--- src/rtl/tbl_addr_pkg.sv ---
package tbl_addr_pkg;

    localparam int PGCODE_W = 2;
    localparam int PGCNT_W  = 8;
    localparam int ESZ_W    = 5;
    localparam int PB_W     = 17;              // up to 65536 bytes per page
    localparam int EB_W     = ESZ_W + 1;       // entry bytes 1..32
    localparam int TB_W     = PB_W + PGCNT_W;  // table span in bytes
    localparam int SLOTS_W  = TB_W - 3;        // 64-bit pointers per table

    typedef enum logic [1:0] {
        RSP_OK       = 2'd0,
        RSP_INVALID  = 2'd1,
        RSP_RANGE    = 2'd2,
        RSP_UNMAPPED = 2'd3
    } rsp_code_e;

    typedef enum logic [2:0] {
        ST_IDLE,
        ST_EVAL,
        ST_DIV_EPP,
        ST_DIV_SLOT,
        ST_L1_REQ,
        ST_L1_WAIT,
        ST_RESP
    } walk_state_e;

endpackage

--- src/rtl/tbl_seqdiv.sv ---
module tbl_seqdiv #(
    parameter int W = 20
) (
    input  logic         clk,
    input  logic         rst_n,
    input  logic         start_i,
    input  logic [W-1:0] dividend_i,
    input  logic [W-1:0] divisor_i,
    output logic         done_o,
    output logic [W-1:0] quot_o,
    output logic [W-1:0] rem_o
);
    localparam int CNT_W = $clog2(W + 1);

    typedef struct packed {
        logic             busy;
        logic             done;
        logic [CNT_W-1:0] cnt;
        logic [W-1:0]     quo;
        logic [W-1:0]     rem;
        logic [W-1:0]     div;
    } div_state_t;

    div_state_t q, n;
    logic [W:0] trial;
    logic [W-1:0] quo_shift;

    always_comb begin
        n         = q;
        n.done    = 1'b0;
        trial     = {q.rem, q.quo[W-1]};
        quo_shift = {q.quo[W-2:0], 1'b0};
        if (q.busy) begin
            if (trial >= {1'b0, q.div}) begin
                trial        = trial - {1'b0, q.div};
                quo_shift[0] = 1'b1;
            end
            n.quo = quo_shift;
            n.rem = trial[W-1:0];
            n.cnt = q.cnt + 1'b1;
            if (q.cnt == CNT_W'(W - 1)) begin
                n.busy = 1'b0;
                n.done = 1'b1;
            end
        end else if (start_i) begin
            n.busy = 1'b1;
            n.cnt  = '0;
            n.quo  = dividend_i;
            n.rem  = '0;
            n.div  = divisor_i;
        end
    end

    always_ff @(posedge clk or negedge rst_n) begin
        if (!rst_n) q <= '0;
        else        q <= n;
    end

    assign done_o = q.done;
    assign quot_o = q.quo;
    assign rem_o  = q.rem;

endmodule

--- src/rtl/tbl_geom.sv ---
module tbl_geom
    import tbl_addr_pkg::*;
(
    input  logic [PGCODE_W-1:0] page_code_i,
    input  logic [PGCNT_W-1:0]  page_count_i,
    input  logic [ESZ_W-1:0]    entry_m1_i,
    output logic [PB_W-1:0]     page_bytes_o,
    output logic [EB_W-1:0]     entry_bytes_o,
    output logic [TB_W-1:0]     span_bytes_o,
    output logic [SLOTS_W-1:0]  slot_limit_o
);
    logic [4:0] shift;

    always_comb begin
        case (page_code_i)
            2'd0:    shift = 5'd12;
            2'd1:    shift = 5'd14;
            default: shift = 5'd16;  // code 3 behaves as code 2
        endcase
    end

    assign page_bytes_o  = PB_W'(1) << shift;
    assign entry_bytes_o = EB_W'(entry_m1_i) + EB_W'(1);
    assign span_bytes_o  = (TB_W'(page_count_i) + TB_W'(1)) << shift;
    assign slot_limit_o  = span_bytes_o[TB_W-1:3];

endmodule

--- src/rtl/tbl_l1_desc.sv ---
module tbl_l1_desc
    import tbl_addr_pkg::*;
#(
    parameter int PA_W = 48
) (
    input  logic [63:0]     desc_i,
    input  logic [PB_W-1:0] page_bytes_i,
    output logic            mapped_o,
    output logic [PA_W-1:0] page_base_o
);
    logic [PA_W-1:0] offset_mask;

    // Little-endian word: byte k of memory already occupies bits 8k+7..8k.
    assign offset_mask = PA_W'(page_bytes_i) - PA_W'(1);
    assign mapped_o    = desc_i[63] && (desc_i[62:PA_W] == '0);
    assign page_base_o = desc_i[PA_W-1:0] & ~offset_mask;

endmodule

--- src/rtl/tbl_addr_gen.sv ---
module tbl_addr_gen
    import tbl_addr_pkg::*;
#(
    parameter int PA_W  = 48,
    parameter int IDX_W = 20
) (
    input  logic                clk,
    input  logic                rst_n,
    input  logic                req_valid,
    output logic                req_ready,
    input  logic [IDX_W-1:0]    req_index,
    input  logic                cfg_valid,
    input  logic                cfg_two_level,
    input  logic [PGCODE_W-1:0] cfg_page_code,
    input  logic [PGCNT_W-1:0]  cfg_page_count,
    input  logic [ESZ_W-1:0]    cfg_entry_m1,
    input  logic [PA_W-1:0]     cfg_base,
    output logic                rd_valid,
    input  logic                rd_ready,
    output logic [PA_W-1:0]     rd_addr,
    input  logic                rd_data_valid,
    input  logic [63:0]         rd_data,
    output logic                rsp_valid,
    input  logic                rsp_ready,
    output logic [1:0]          rsp_status,
    output logic [PA_W-1:0]     rsp_addr
);
    localparam int DIV_W  = (IDX_W > PB_W) ? IDX_W : PB_W;
    localparam int OFF_W  = IDX_W + EB_W;
    localparam int ROFF_W = DIV_W + EB_W;
    localparam int CMP_A  = (OFF_W > TB_W) ? OFF_W : TB_W;
    localparam int CMP_W  = (CMP_A > DIV_W) ? CMP_A : DIV_W;

    typedef struct packed {
        walk_state_e         state;
        logic                tvalid;
        logic                two_level;
        logic [PGCODE_W-1:0] pcode;
        logic [PGCNT_W-1:0]  pcount;
        logic [ESZ_W-1:0]    esz_m1;
        logic [PA_W-1:0]     base;
        logic [IDX_W-1:0]    index;
        logic [DIV_W-1:0]    rem;
        logic [PA_W-1:0]     rd_addr;
        logic [PA_W-1:0]     rsp_addr;
        rsp_code_e           code;
    } walk_t;

    walk_t q, n;

    logic [PB_W-1:0]    page_bytes;
    logic [EB_W-1:0]    entry_bytes;
    logic [TB_W-1:0]    span_bytes;
    logic [SLOTS_W-1:0] slot_limit;

    logic               div_start;
    logic [DIV_W-1:0]   div_a, div_b;
    logic               div_done;
    logic [DIV_W-1:0]   div_quot, div_rem;

    logic               desc_mapped;
    logic [PA_W-1:0]    desc_page;

    logic [OFF_W-1:0]   flat_off;
    logic [ROFF_W-1:0]  page_off;
    logic               flat_over, slot_over;

    tbl_geom u_geom (
        .page_code_i   (q.pcode),
        .page_count_i  (q.pcount),
        .entry_m1_i    (q.esz_m1),
        .page_bytes_o  (page_bytes),
        .entry_bytes_o (entry_bytes),
        .span_bytes_o  (span_bytes),
        .slot_limit_o  (slot_limit)
    );

    tbl_seqdiv #(.W(DIV_W)) u_div (
        .clk        (clk),
        .rst_n      (rst_n),
        .start_i    (div_start),
        .dividend_i (div_a),
        .divisor_i  (div_b),
        .done_o     (div_done),
        .quot_o     (div_quot),
        .rem_o      (div_rem)
    );

    tbl_l1_desc #(.PA_W(PA_W)) u_desc (
        .desc_i       (rd_data),
        .page_bytes_i (page_bytes),
        .mapped_o     (desc_mapped),
        .page_base_o  (desc_page)
    );

    assign flat_off  = OFF_W'(q.index) * OFF_W'(entry_bytes);
    assign page_off  = ROFF_W'(q.rem) * ROFF_W'(entry_bytes);
    assign flat_over = CMP_W'(flat_off) >= CMP_W'(span_bytes);
    assign slot_over = CMP_W'(div_quot) >= CMP_W'(slot_limit);

    always_comb begin
        n         = q;
        div_start = 1'b0;
        div_a     = '0;
        div_b     = '0;
        case (q.state)
            ST_IDLE: begin
                if (req_valid) begin
                    n.tvalid    = cfg_valid;
                    n.two_level = cfg_two_level;
                    n.pcode     = cfg_page_code;
                    n.pcount    = cfg_page_count;
                    n.esz_m1    = cfg_entry_m1;
                    n.base      = cfg_base;
                    n.index     = req_index;
                    n.state     = ST_EVAL;
                end
            end
            ST_EVAL: begin
                if (!q.tvalid) begin
                    n.code     = RSP_INVALID;
                    n.rsp_addr = '0;
                    n.state    = ST_RESP;
                end else if (!q.two_level) begin
                    if (flat_over) begin
                        n.code     = RSP_RANGE;
                        n.rsp_addr = '0;
                    end else begin
                        n.code     = RSP_OK;
                        n.rsp_addr = q.base + PA_W'(flat_off);
                    end
                    n.state = ST_RESP;
                end else begin
                    div_start = 1'b1;
                    div_a     = DIV_W'(page_bytes);
                    div_b     = DIV_W'(entry_bytes);
                    n.state   = ST_DIV_EPP;
                end
            end
            ST_DIV_EPP: begin
                if (div_done) begin
                    div_start = 1'b1;
                    div_a     = DIV_W'(q.index);
                    div_b     = div_quot;
                    n.state   = ST_DIV_SLOT;
                end
            end
            ST_DIV_SLOT: begin
                if (div_done) begin
                    n.rem = div_rem;
                    if (slot_over) begin
                        n.code     = RSP_RANGE;
                        n.rsp_addr = '0;
                        n.state    = ST_RESP;
                    end else begin
                        n.rd_addr = q.base + (PA_W'(div_quot) << 3);
                        n.state   = ST_L1_REQ;
                    end
                end
            end
            ST_L1_REQ: begin
                if (rd_ready) n.state = ST_L1_WAIT;
            end
            ST_L1_WAIT: begin
                if (rd_data_valid) begin
                    if (desc_mapped) begin
                        n.code     = RSP_OK;
                        n.rsp_addr = desc_page + PA_W'(page_off);
                    end else begin
                        n.code     = RSP_UNMAPPED;
                        n.rsp_addr = '0;
                    end
                    n.state = ST_RESP;
                end
            end
            ST_RESP: begin
                if (rsp_ready) n.state = ST_IDLE;
            end
            default: n.state = ST_IDLE;
        endcase
    end

    always_ff @(posedge clk or negedge rst_n) begin
        if (!rst_n) begin
            q       <= '0;
            q.state <= ST_IDLE;
            q.code  <= RSP_OK;
        end else begin
            q <= n;
        end
    end

    assign req_ready  = (q.state == ST_IDLE);
    assign rd_valid   = (q.state == ST_L1_REQ);
    assign rd_addr    = q.rd_addr;
    assign rsp_valid  = (q.state == ST_RESP);
    assign rsp_status = q.code;
    assign rsp_addr   = q.rsp_addr;

endmodule

--- config.mk ---
export PLATFORM = sky130hd
export DESIGN_NAME = tbl_addr_gen
export DESIGN_NICKNAME = d
export VERILOG_FILES = /design/src/rtl/tbl_addr_pkg.sv /design/src/rtl/tbl_seqdiv.sv /design/src/rtl/tbl_geom.sv /design/src/rtl/tbl_l1_desc.sv /design/src/rtl/tbl_addr_gen.sv
export SDC_FILE = /design/constraint.sdc
export NUM_CORES = 1
export LEC_CHECK = 0
export CAP_MARGIN = 20
export CORE_UTILIZATION = 26
export CTS_CLUSTER_SIZE = 16
export DETAILED_ROUTE_END_ITERATION = 8
export GPL_TIMING_DRIVEN = 0
export PLACE_DENSITY = 0.53
export REMOVE_ABC_BUFFERS = 1
export SLEW_MARGIN = 20
export SYNTH_ARGS = -nofsm -noshare
export SYNTH_HDL_FRONTEND = slang
export SYNTH_SLANG_ARGS = --single-unit
export TNS_END_PERCENT = 10
--- constraint.sdc ---
create_clock -name clk -period 13.5 [get_ports clk]
set_input_delay 2.025 -clock clk [delete_from_list [all_inputs] [get_ports clk]]
set_output_delay 2.025 -clock clk [all_outputs]
set_load 0.02 [all_outputs]
; ---- Yosys cells after proc, flatten, opt, wreduce, memory -nomap -nowiden
; Cells that the tools add are included.
[word_totals]
in_bits = 155
ff_bits = 273
[classes]
mul = 2
reduce_logical = 12
muxes = 39
add_sub_neg = 8
bitwise = 4
n_eq_ne = 16
order_cmp = 3
shifts = 2
[op_table]
columns = operator, count
row1 = two-way mux 50 bit, 7
row2 = one-hot mux 50 bit (3 select lines), 1
row3 = adder 48 x 26 -> 48 bit, 2
row4 = two-way mux 88 bit, 1
row5 = one-hot mux 20 bit (2 select lines), 2
row6 = two-way mux 65 bit, 1
row7 = two-way mux 20 bit, 3
row8 = multiplier 20 x 6 -> 26 bit, 2
row9 = adder 48 x 23 -> 48 bit, 1
row10 = AND 48 bit, 1
row11 = NOT 48 bit, 1
row12 = two-way mux 45 bit, 1
row13 = two-way mux 17 bit, 2
row14 = greater-or-equal comparator 26 x 25 -> 1 bit, 1
row15 = << shifter 25 x 5 -> 25 bit, 1
row16 = greater-or-equal comparator 20 x 22 -> 1 bit, 1
row17 = greater-or-equal comparator 21 x 20 -> 1 bit, 1
row18 = two-way mux 3 bit, 7
row19 = one-hot mux 3 bit (7 select lines), 1
row20 = subtractor 20 bit, 1
row21 = "subtractor 17 x 1 -> 18 bit, second input constant", 1
row22 = "<< shifter 1 x 5 -> 17 bit, first input constant", 1
row23 = logical NOT 15 bit, 1
row24 = two-way mux 6 bit, 2
row25 = other kinds (25), 43

; ---- Depth between registers and ports, before layout
; Gate-level depths: netlist of run 1.
[logic_depth]
word_depth = 10
ltp_mapped = 33
depth_no_buf = 31

; ---- Hierarchy
; From an unflattened synthesis of run 1, not the netlist that was laid out.
[hier_totals]
hier_cells = 3181
hier_area_um2 = 28065.7
[by_module_without_submodules]
columns = mod, area_each_um2, instances, cells_each
row1 = tbl_addr_gen, 21934.8, 1, 2427
row2 = tbl_seqdiv, 4595.7, 1, 537
row3 = tbl_geom, 773.2, 1, 109
row4 = tbl_l1_desc, 762.0, 1, 108

; ---- Worst setup path before layout of run 1
; No wires, ideal clock.
[synth_path]
path_kind = reg-to-reg
start = register q[186] in the netlist's numbering
end = register q, in the netlist rsp_addr[27]
period_less_slack_ns = 6.742
t_required_ns = 13.380
n_path_buf = 2
t_arrival_ns = 6.622
setup_ns = 0.120
stages_incl_launch_ff = 33
setup_slack_ns = 6.758
cell_sequence = dfrtp_1 ha_1 nand3_1 xnor2_1 clkbuf_1 and2_1 fa_1 fa_1 inv_1 fa_1 inv_1 ha_1 o21a_1 o21a_1 a2111oi_0 o41ai_1 a21oi_1 nand2b_1 o21ai_0 o211ai_1 a21oi_1 xor2_1 ha_1 a21o_1 a21o_1 a21o_1 a21oi_1 o41ai_2 buf_2 nand2_1 xor2_1 o21ai_1 a31o_2
[synth_via]
elab_chain_cells = 7
word_cells_on_any_way = 12
cone_classes = add/sub: 3 / mul: 2 / order compare: 1 / mux: 6
[synth_lines]
columns = item, line_no
row1 = "start, declared", tbl_addr_gen.sv:49  ; walk_t q, n;
row2 = "start signal, assigned", tbl_addr_gen.sv:189  ; q <= n;
row3 = adder 5 x 1 -> 6 bit *, tbl_geom.sv:23  ; assign entry_bytes_o = EB_W'(entry_m1_i) + EB_W'(1);
row4 = multiplier 20 x 6 -> 26 bit, tbl_addr_gen.sv:96  ; assign flat_off = OFF_W'(q.index) * OFF_W'(entry_bytes);
row5 = adder 48 x 26 -> 48 bit / greater-or-equal comparator 26 x 25 -> 1 bit (equally long branches), "tbl_addr_gen.sv:130, tbl_addr_gen.sv:98"
row6 = two-way mux 50 bit, tbl_addr_gen.sv:125  ; if (flat_over) begin
row7 = two-way mux 50 bit, tbl_addr_gen.sv:124  ; end else if (!q.two_level) begin
row8 = two-way mux 50 bit, tbl_addr_gen.sv:120  ; if (!q.tvalid) begin
row9 = one-hot mux 50 bit (3 select lines) *, tbl_addr_gen.sv:106  ; case (q.state)
; Mark *: on every way between the ends. The rest lies on a longest branch, timed or not. The select of a mux whose other input is x is not followed.
; A chain may end at the register's enable or synchronous reset.

; ---- Worst setup path in the final report of run 1
[layout_path]
start = register q[186] in the netlist's numbering
end = register q, in the netlist rsp_addr[43]
; The elaborated chain is that of the path after synthesis.

==> results.cfg, run 1 <==
[yosys]
synthTopCellsByArea = dfrtp_1, fa_1, ha_1, nand2_1, mux2_2
ys_seq_elements = 273
synthArstFlopShare = 1.00
syn_area_sq_um = 25300
dominantRegCellSynth = dfrtp_1
yosysUniqueCellTypes = 87
yosys.area.top_type_share = 0.270
yosysTopAreaCell = dfrtp_1
yosysSeqAreaShare = 0.270
syn_area_per_cell_sq_um = 9.03
yosysWarnings = 0
synthCells = 2806
synth-edff-count = 0

[route]
totalWireLength_mm = 80.2
drtIter0Drc = 1310
dr.pass1.iters = 7
drc = 0
wire_per_inst_um = 19.0
viasPerCell = 4.79
ant_nets = 0
vias = 20197

[die]
die_h_um = 314
rows = 114
ios = 256
initial_core_util = 0.262
die_area_sq_um = 98700
core_area_sq_um = 96600
die_w_um = 314

[timing]
min_period_over_period = 0.696
hold_violations = 0
drv_slew = 0
period_needed_ns = 9.40
rsz0062_at_grt = no
max_slew.worst_pin.slew_ns = 0.971
relSlewSlack = 0.352
setup_violations = 0
fmax_mhz = 106
skew_ns = 0.0298

[clock_network]
root_buffer = clkbuf_16
cts.reportedPaths.clkPinSlew_ns = 0.06
cts_num_sinks = 273
htree_levels = 2
cts_buffer_depth = 3
ctsHoldBuffers = 0
postCtsSetupBuffers = 0
cts-resized-gates = 0
cts_tree = done
numCtsBuffers = 38
clkLatencyLatePin_ns = 0.57

[hold_path]
hold_path_end = rsp_status[0]
hold_class = register to register
hp-start = rsp_status[0]
min_path_cells = 2

[placed_design]
dp_hpwl_mm = 63.4
place.gp.congestion = 0.891
numPortBuffers = 243

[finish]
drive_gt1_frac = 0.0837
n_fill_cell = 10075
final_common_cell = nand2_1
fin_nets = 3420
syn_to_final_growth_pct = 19.1
layout_common_cells = nand2_1, dfrtp_1, inv_1
final_util = 0.312

[grt]
track_usage = 0.163
grt_start_max_net_pins = 79
grt_pass1_vias = 19942
grt_first_pass_wirelength_mm = 123
antenna_found_initial = 3
gr-total-overflow = 0

[setup_path]
reg2reg_from = q[186]
worstRegToRegCells = 33
worst-r2r-setup-slack_ns = 4.10
end_kind = register
cp_slowest_stage_delay_ns = 0.83
start_kind = register
critPathArrivalTime_ns = 9.82
worst_r2r_endpoint = rsp_addr[43]
path_max_fanout = 23
criticalPathCategory = register to register
required_ns = 13.92
cpMostUsedCell = o21ai_0
crit_slowest_cell = dfrtp_2

[flow_run]
max-cap-violations = 0

[outcome]
status = complete, no violations
[worst max path at each step]
stage,startpoint,endpoint,slack (ns),depth (start not counted)
6_report,q[186],rsp_addr[43],4.10,33
4_1_cts,q[186],rsp_addr[43],4.05,33
3_3_place_gp,rst_n,q[186],-2.72,1
3_5_place_dp,q[186],rsp_addr[43],4.08,33
2_1_floorplan,q[186],rsp_addr[43],5.02,25
5_1_grt,q[186],rsp_addr[43],3.49,33
[per-stage QoR]
step           worst slack, ns  hold WS (ns)  cells  setup TNS, ns  cell area (sq um)
3_3_place_gp             -2.72         0.463   4120        -734.40              28200
6_report                  4.10         0.479   4218              0              30200
5_1_grt                   3.49         0.499   4216              0              30200
3_5_place_dp              4.08         0.472   4148              0              28800
2_1_floorplan             5.02         0.443   2601              0              24200
4_1_cts                   4.05         0.482   4215              0              30200
[layout make-up]
cell class	count	area (sq um)	area share
diodes	3	7.51	0.000249
clock buffers	55	1120	0.0370
clock inverters	12	195	0.00647
inverters	261	980	0.0325
multi-input cells	2067	16500	0.546
flip-flops and latches	273	6840	0.227
well taps	1276	1600	0.0529
repair buffers	271	2950	0.0979
[logic make-up after synthesis]
kind of cell               share of synthesized area
AOI/OAI and AO/OA                              0.155
xor gates and xnor gates                      0.0546
adders and majority gates                      0.225
buffers and inverters                         0.0868
DFF                                            0.270
muxes                                         0.0533
other                                       0.000297
and+or+nand+nor                                0.155
[cell usage after synthesis (24+ instances only)]
master	instances
a211oi_1	24
a21o_1	64
a21oi_1	106
a221oi_1	25
a22oi_1	28
and2_1	112
buf_4	99
clkbuf_1	105
dfrtp_1	273
fa_1	172
ha_1	181
inv_1	261
mux2_2	111
nand2_1	337
nand3_1	61
nor2_1	139
nor2b_1	36
nor3_1	36
o21ai_0	153
xnor2_1	98
xor2_1	60
[sequential cells by signal, indices dropped and copies added, names as in the netlist]
signal and cells:
u_div.quot_o 20, rsp_status 2, q 108, u_div.done_o 1, rsp_addr 48, rd_addr 48, u_div.q 26, u_div.rem_o 20
[worst max-delay path, delay by kind of cell (launching register included)]
family                   cells  cell delay, ns
buffers and inverters        5            0.68
flip-flops                   1            0.83
XOR/XNOR                     3            0.94
adder cells (fa/ha/maj)      6            2.66
AND/OR/NAND/NOR              7            0.99
AO/OA/AOI/OAI               12            3.10
[per-layer routing]
metal | vias up | wire length [um] | track usage
li1 | 9632 | - | -
met1 | 9998 | 38400 | 0.233
met2 | 485 | 36000 | 0.253
met3 | 82 | 3650 | 0.0221
met4 | 0 | 2110 | 0.0457
met5 | - | 0 | 0
Power of run 1 is not shown: default switching activity piles up to over one toggle a cycle in this logic, so the estimate is an artifact.
==> run 2, diff against run 1 <==
Settings changed: PLACE_DENSITY 0.53 to 0.54.
Clock period 13.5 ns to 7.8 ns, I/O delays scaled along.
==> run 2 against run 1 <==
Worst setup slack worse by 3.8 ns. Count of clock-buffer cells in the layout shrank 2. Register-to-register slack got worse by 3.8 ns. Die area unchanged. Sequential share of layout area fell by 0.37 points. Global-route usage up 0.090 points. Clock skew shrank 0.0018 ns. Flip-flop and latch count did not move.
==> results.cfg, run 2 (synthesized netlist as in run 1, its figures left out) <==
[grt]
grt_start_max_net_pins = 77
antenna_found_initial = 4
track_usage = 0.163
grt_first_pass_wirelength_mm = 124
gr-total-overflow = 0
grt_pass1_vias = 20007

[clock_network]
cts_num_sinks = 273
htree_levels = 2
clkLatencyLatePin_ns = 0.56
numCtsBuffers = 37
cts_buffer_depth = 3
cts.reportedPaths.clkPinSlew_ns = 0.06
root_buffer = clkbuf_16
cts_tree = done

[timing]
hold_violations = 0
setup_violations = 0
rsz0062_at_grt = no
relSlewSlack = 0.338
min_period_over_period = 0.965
max_slew.worst_pin.slew_ns = 0.992
period_needed_ns = 7.52
setup_tns_ns = 0
fmax_mhz = 133
hold_slack_ns = 0.476
drv_slew = 0
skew_ns = 0.0280
setup_ws_ns = 0.276

[setup_path]
end_kind = register
cp_slowest_stage_delay_ns = 0.55
criticalPathCategory = register to register
crit_slowest_cell = fa_1
required_ns = 8.24
path_max_fanout = 17
cpMostUsedCell = fa_1
critPathArrivalTime_ns = 7.96
start_kind = register

[finish]
layout_common_cells = nand2_1, dfrtp_1, inv_1
top_register = q
largest_register_ffs = 108
final_util = 0.318
fin_nets = 3440
drive_gt1_frac = 0.104
syn_to_final_growth_pct = 21.1
multi_input_area_sq_um = 16800
n_fill_cell = 10047
ff_latch_area_sq_um = 6840
final_common_cell = nand2_1

[die]
die_w_um = 314
ios = 256
rows = 114
die_h_um = 314
core_area_sq_um = 96600
die_area_sq_um = 98700
initial_core_util = 0.262

[route]
dr.pass1.iters = 5
wire_per_inst_um = 19.0
drc = 0
vias = 20320
viasPerCell = 4.80
ant_nets = 0
drtIter0Drc = 1531
totalWireLength_mm = 80.7

[placed_design]
place.gp.congestion = 0.894
numPortBuffers = 243
dp_slack_ns = -1.77
dp_hpwl_mm = 63.7

[flow_run]
max-cap-violations = 0

[hold_path]
hold_class = register to register

[outcome]
status = complete, no violations
==> run 2: cell types whose count changed in the layout (fill, tap and decap cells not counted), sizes merged <==
cell,before,now
buf,29,49
bufinv,5,2
clkinvlp,1,3
clkbuf,55,54
clkinv,5,6
inv,262,261
==> run 2: final timing paths <==
path	from	end	slack, ns	cells past startpoint
setup / recovery	q[186]	rsp_addr[14]	0.28	32
hold / removal	u_div.q[64]	u_div.q[64]	0.48	1
setup reg to reg	q[186]	rsp_addr[14]	0.28	32
hold reg to reg	u_div.q[64]	u_div.q[64]	0.48	1
max in group asynchronous	rst_n	q[134]	6.12	3
min in group asynchronous	rst_n	rd_addr[39]	0.53	1
==> run 2: timing repair <==
action | in CTS | in global routing
hold buffers | 0 | 0
gates resized for setup | 35 | 33
buffers inserted | 13 | 8
endpoints found under the setup margin | 49 | 48
pin swaps | 8 | 15
==> run 2: final cells by class <==
class                           count  area share
Clock buffer                       53      0.0354
Antenna cell                        3    0.000245
Multi-Input combinational cell   2067       0.549
Clock inverter                     11     0.00416
Timing Repair Buffer              292       0.104
Tap cell                         1276      0.0520
Sequential cell                   273       0.223
Inverter                          261      0.0319
==> run 2: metal layers <==
layer,up-vias,routed length (um),global-route usage
met5,-,13,0
met1,10027,37400,0.230
met4,2,2620,0.0533
met2,492,36300,0.255
li1,9690,-,-
met3,109,4310,0.0244
==> run 2: per-stage QoR <==
step | std cells | instance area [sq um]
6_report | 4236 | 30700
5_1_grt | 4233 | 30700
4_1_cts | 4225 | 30400
3_5_place_dp | 4148 | 28800
3_3_place_gp | 4120 | 28200
2_1_floorplan | 2601 | 24200
==> run 2: critical path: cells and delay by family, from the launching register on <==
family / cells / cell delay (ns)
AOI/OAI and AO/OA: 11 / 2.50
xor gates and xnor gates: 2 / 0.47
adders and majority gates: 6 / 2.27
buffers and inverters: 7 / 0.99
DFF: 1 / 0.50
and+or+nand+nor: 6 / 0.64
Power of run 2 is left out for the same reason.
==> run 3, diff against run 2 <==
Settings changed: HOLD_SLACK_MARGIN from default to 0.12.
==> results of run 3 <==
The final DEF is identical to that of run 2; final timing and power are the same.
Power of run 3 is left out for the same reason.
